File: src/rtl/sa_divider.sv
module sa_divider #(
  parameter int W = 8
) (
  input  logic         clk,
  input  logic         rst,
  input  logic         start,
  input  logic [W-1:0] dividend_i,
  input  logic [W-1:0] divisor_i,
  output logic         busy,
  output logic         done,
  output logic [W-1:0] quotient,
  output logic [W-1:0] remainder
);
  localparam int SW = 2*W + 2;
  localparam int HI = 2*W;
  localparam int LO = W + 1;

  typedef enum logic [1:0] {S_IDLE, S_ALIGN, S_DIV} state_t;

  state_t        st;
  logic [SW-1:0] sr;
  logic [W-1:0]  rem;
  logic          done_q;

  wire [W:0]   cand = (st == S_ALIGN) ? {sr[HI:LO], 1'b0} : {1'b0, sr[HI:LO]};
  wire [W+1:0] diff = {2'b00, rem} - {1'b0, cand};
  wire         fits = ~diff[W+1];

  wire [SW-1:0] sr_init  = {1'b0, divisor_i, {(W-1){1'b0}}, 1'b1, 1'b0};
  wire [SW-1:0] sr_zero  = {1'b0, {W{1'b0}}, {W{1'b1}}, 1'b0};
  wire [SW-1:0] sr_left  = {sr[SW-2:0], 1'b0};
  wire [SW-1:0] sr_right = {1'b0, sr[SW-1:W+2], fits, sr[W:1]};

  always_ff @(posedge clk) begin
    if (rst) begin
      st     <= S_IDLE;
      sr     <= '0;
      rem    <= '0;
      done_q <= 1'b0;
    end else begin
      done_q <= 1'b0;
      case (st)
        S_IDLE: if (start) begin
          rem <= dividend_i;
          if (divisor_i == '0) begin
            sr     <= sr_zero;
            done_q <= 1'b1;
          end else begin
            sr <= sr_init;
            st <= S_ALIGN;
          end
        end
        S_ALIGN: begin
          if (fits) sr <= sr_left;
          else      st <= S_DIV;
        end
        S_DIV: begin
          sr <= sr_right;
          if (fits) rem <= diff[W-1:0];
          if (sr[1]) begin
            st     <= S_IDLE;
            done_q <= 1'b1;
          end
        end
        default: st <= S_IDLE;
      endcase
    end
  end

  for (genvar i = 0; i < W; i++) begin : g_rev
    assign quotient[i] = sr[W-i];
  end

  assign busy      = (st != S_IDLE);
  assign done      = done_q;
  assign remainder = rem;
endmodule


File: config.mk
export PLATFORM = sky130hd
export DESIGN_NAME = sa_divider
export DESIGN_NICKNAME = d
export VERILOG_FILES = /design/src/rtl/sa_divider.sv
export SDC_FILE = /design/constraint.sdc
export NUM_CORES = 1
export LEC_CHECK = 0
export ABC_AREA = 1
export BUFFER_PORTS_ARGS = -buffer_cell sky130_fd_sc_hd__buf_2
export CORE_UTILIZATION = 50
export DETAILED_ROUTE_END_ITERATION = 16
export PLACE_DENSITY_LB_ADDON = 0.15
export SLEW_MARGIN = 15
export SYNTH_ARGS = -nofsm -noshare
export SYNTH_HDL_FRONTEND = slang
export SYNTH_SLANG_ARGS = --single-unit
File: constraint.sdc
create_clock -name clk -period 6.35 [get_ports clk]
set_input_delay 0.3175 -clock clk [delete_from_list [all_inputs] [get_ports clk]]
set_output_delay 0.3175 -clock clk [all_outputs]
set_load 0.05 [all_outputs]
==> impl_metrics.toml <==
[critical_path]
critical_path.endpoint_type = "register"
critical_path.reg2reg.endpoint = "remainder[4]"
critical_path_data_required_time_ns = 6.52
rrSetupSlack_ns = 3.08
kind_of_start_point_of_the_critical_path = "register"
critical_path_arrival_ns = 3.44
r2r.worst_path.cells = 15
worst-path-max-fanout = 15
regToRegStartpoint = "st[1]"
critical_path_class = "register to register"

[clocking]
clkSinkCount = 29
clock_tree.root_cell = "sky130_fd_sc_hd__clkbuf_8"
cts_htree_levels = 2
clock_edge_transition_at_the_registers_on_the_reported_setup_and_hold_paths_ns = 0.07
holdBufCountCts = 0
tritoncts.num_buffers = 5
post_cts.resized_instances = 0
cts_max_path_buffers = 2
number_of_buffers_inserted_by_post_cts_setup_repair = 0
tritoncts = "built"
clock_latency_ns = 0.28

[power_and_ir_drop]
power_per_cell_area_nw_per_um2 = 643
p_clk_frac = 0.132
swShare = 0.546
power.share.sequential = 0.202
combPwrFrac = 0.666
internal_power_w = 0.000686
design_power_total_w = 0.00151
leakagePower_nw = 1.17
max-vdd-ir-drop_mv = 0.322
switching_power_w = 0.000824

[placed_design]
finalWeightedCongestion = 0.900
hpwlAfterDp_um = 3840
dpl_worst_slack_ns = 3.23
numPortBuffers = 36
dp_cells = 407

[detailed_routing]
drcViolationCount = 0
drt_iter0_drcs = 202
finalWirelength_um = 5240
remaining_antenna_violation_count_after_routing = 0
dr_total_vias = 2133
firstDrtPassIters = 4
drt-wirelength-per-cell_um = 12.6
drt_via_density = 5.14

[final_layout]
layout.cells.most_common = "sky130_fd_sc_hd__nand2_1"
layout.area.seq_sq_um = 581
layout.cells.most_common_list = "sky130_fd_sc_hd__nand2_1 (116), sky130_fd_sc_hd__nor2_1 (47), sky130_fd_sc_hd__buf_2 (36), sky130_fd_sc_hd__dfxtp_1 (29), sky130_fd_sc_hd__inv_1 (27)"
final.fill_count = 424
antenna_cells = 0
finish.net_count = 397
layout-drive-gt1-share = 0.151
multi_input_area_sq_um = 1290
area_growth_pct = 11.6
final_cells = 415

[floorplan]
core_area_sq_um = 4030
die_width_um = 66.9
row_count = 23
die_area_sq_um = 4470
num_io_pins = 37
floorplan.die.height_um = 66.9
floorplan.initialDensity = 0.523

[sta]
clock-skew-final_ns = 0.00660
setup-tns-final_ns = 0
hold_viol = 0
relSlewSlack = 0.544
grt_setup_unrepaired = "false"
max_freq_mhz = 306
slew_violations = 0
finalSetupViolations = 0
timing.final.ws_setup_ns = 3.08
fin_crit_ns = 3.27
worst_hold_slack_ns = 0.304
worst-slew-pin-transition_ns = 0.684
min_period_over_period = 0.514

[logic_synthesis]
yosys_register_bits = 29
seq_area_frac_synth = 0.276
ys_warn_count = 0
synth_fp_nets = 373
synth_cell_types = 31
netlist_area_sq_um = 2110
syn_area_cell_sq_um = 6.19
post_synthesis_cells = 340

[hold_path]
worst_hold_path.endpoint = "done"
timing.hold.worst.start = "start"
worst_hold_path.num_cells = 3
timing.hold.worst.class = "primary input to register"

[global_route]
initial_antenna_violation_count = 0
grt_max_degree = 27
grt_pass1_vias = 1832
gr-total-overflow = 0
grt_first_pass_wirelength_um = 8430
globalRouteTotalUtil = 0.253

[job]
cap_violations = 0

[run_status]
status = "finished, final reports clean"
flip-flops by register name, indices dropped and copies added, names as in the netlist:
name,cells
st,2
remainder,8
sr,18
done,1
layout make-up:
| type | instances | area share |
|---|---|---|
| multi-input combinational | 262 | 0.551 |
| sequential | 29 | 0.247 |
| timing repair buffer | 36 | 0.0767 |
| inverter | 30 | 0.0490 |
| clock buffer | 7 | 0.0367 |
| tap | 50 | 0.0266 |
| clock inverter | 1 | 0.0128 |
how the worst max path moves through the flow:
stage / startpoint / end / slack (ns)
finish: st[1] / remainder[4] / 3.08
global route: st[1] / remainder[0] / 2.77
CTS: st[1] / remainder[4] / 3.16
detailed placement: st[1] / remainder[4] / 3.23
global placement: st[1] / remainder[4] / 3.36
floorplan: st[1] / sr[1] / 3.81
worst max-delay path, cell delays in order, from the launching register on:
cell and delay [ns]:
sky130_fd_sc_hd__dfxtp_1 0.35, sky130_fd_sc_hd__inv_1 0.11, sky130_fd_sc_hd__ha_1 0.52, sky130_fd_sc_hd__inv_1 0.29
sky130_fd_sc_hd__a21boi_0 0.41, sky130_fd_sc_hd__ha_1 0.34, sky130_fd_sc_hd__nand2_1 0.07, sky130_fd_sc_hd__nor2_1 0.04
sky130_fd_sc_hd__nand2_1 0.08, sky130_fd_sc_hd__nand3_2 0.09, sky130_fd_sc_hd__nand2_2 0.09, sky130_fd_sc_hd__nand3_1 0.07
sky130_fd_sc_hd__nand2_1 0.32, sky130_fd_sc_hd__inv_1 0.19, sky130_fd_sc_hd__nor2_1 0.13, sky130_fd_sc_hd__nor2_1 0.05
per-stage QoR:
step           area (sq um)   util
2_1_floorplan          2110      -
3_3_place_gp           2230  0.554
5_1_grt                2350  0.583
3_5_place_dp           2230  0.554
6_report               2350  0.583
4_1_cts                2350  0.583
cell families after synthesis:
family,Yosys count,synth area share
flops,29,0.276
buf+inv,49,0.109
fa+ha+maj,14,0.0868
mux,2,0.00951
compound gates,52,0.138
xor+xnor,1,0.00416
simple gates,193,0.376
routing by layer:
| layer | global-route usage | part of all wire |
|---|---|---|
| met5 | 0 | 0 |
| met3 | 0.0531 | 0.044 |
| met1 | 0.358 | 0.50 |
| met2 | 0.375 | 0.45 |
| met4 | 0.0851 | 0.010 |
power by group through the flow:
stage / logic [W] / registers [W] / clock network [W]
after floorplan: 0.000746 / 0.000370 / 0
after global placement: 0.000974 / 0.000305 / 0
after detailed placement: 0.000985 / 0.000307 / 0
after CTS: 0.000993 / 0.000303 / 0.000203
after global routing: 0.00112 / 0.000311 / 0.000210
final: 0.00101 / 0.000305 / 0.000200
cell usage after synthesis:
| cell type | number | area, sq um |
|---|---|---|
| sky130_fd_sc_hd__inv_2 | 1 | 3.75 |
| sky130_fd_sc_hd__ha_1 | 13 | 163 |
| sky130_fd_sc_hd__or2_2 | 2 | 12.5 |
| sky130_fd_sc_hd__o22ai_1 | 3 | 18.8 |
| sky130_fd_sc_hd__o211ai_1 | 1 | 7.51 |
| sky130_fd_sc_hd__inv_4 | 1 | 6.26 |
| sky130_fd_sc_hd__a221o_1 | 1 | 10.0 |
| sky130_fd_sc_hd__nor3_2 | 1 | 10.0 |
| sky130_fd_sc_hd__nor2_1 | 47 | 176 |
| sky130_fd_sc_hd__clkbuf_1 | 6 | 22.5 |
| sky130_fd_sc_hd__nand3_2 | 2 | 20.0 |
| sky130_fd_sc_hd__fa_1 | 1 | 20.0 |
| sky130_fd_sc_hd__buf_2 | 2 | 10.0 |
| sky130_fd_sc_hd__nand2_4 | 1 | 11.3 |
| sky130_fd_sc_hd__buf_4 | 9 | 67.6 |
| sky130_fd_sc_hd__buf_6 | 1 | 11.3 |
| sky130_fd_sc_hd__nand4_1 | 2 | 12.5 |
| sky130_fd_sc_hd__a21oi_1 | 19 | 95.1 |
| sky130_fd_sc_hd__nand2_1 | 116 | 435 |
| sky130_fd_sc_hd__o21ai_0 | 22 | 110 |
| sky130_fd_sc_hd__nand2_2 | 3 | 18.8 |
| sky130_fd_sc_hd__nand3_1 | 17 | 85.1 |
| sky130_fd_sc_hd__inv_1 | 27 | 101 |
| sky130_fd_sc_hd__a21boi_0 | 5 | 37.5 |
| sky130_fd_sc_hd__xnor2_1 | 1 | 8.76 |
| sky130_fd_sc_hd__a22oi_2 | 1 | 12.5 |
| sky130_fd_sc_hd__clkinv_1 | 1 | 3.75 |
| sky130_fd_sc_hd__dfxtp_1 | 29 | 581 |
| sky130_fd_sc_hd__nor3_1 | 2 | 10.0 |
| sky130_fd_sc_hd__mux2i_1 | 2 | 20.0 |
| sky130_fd_sc_hd__buf_1 | 1 | 3.75 |
(Power assumes the default switching activity.)
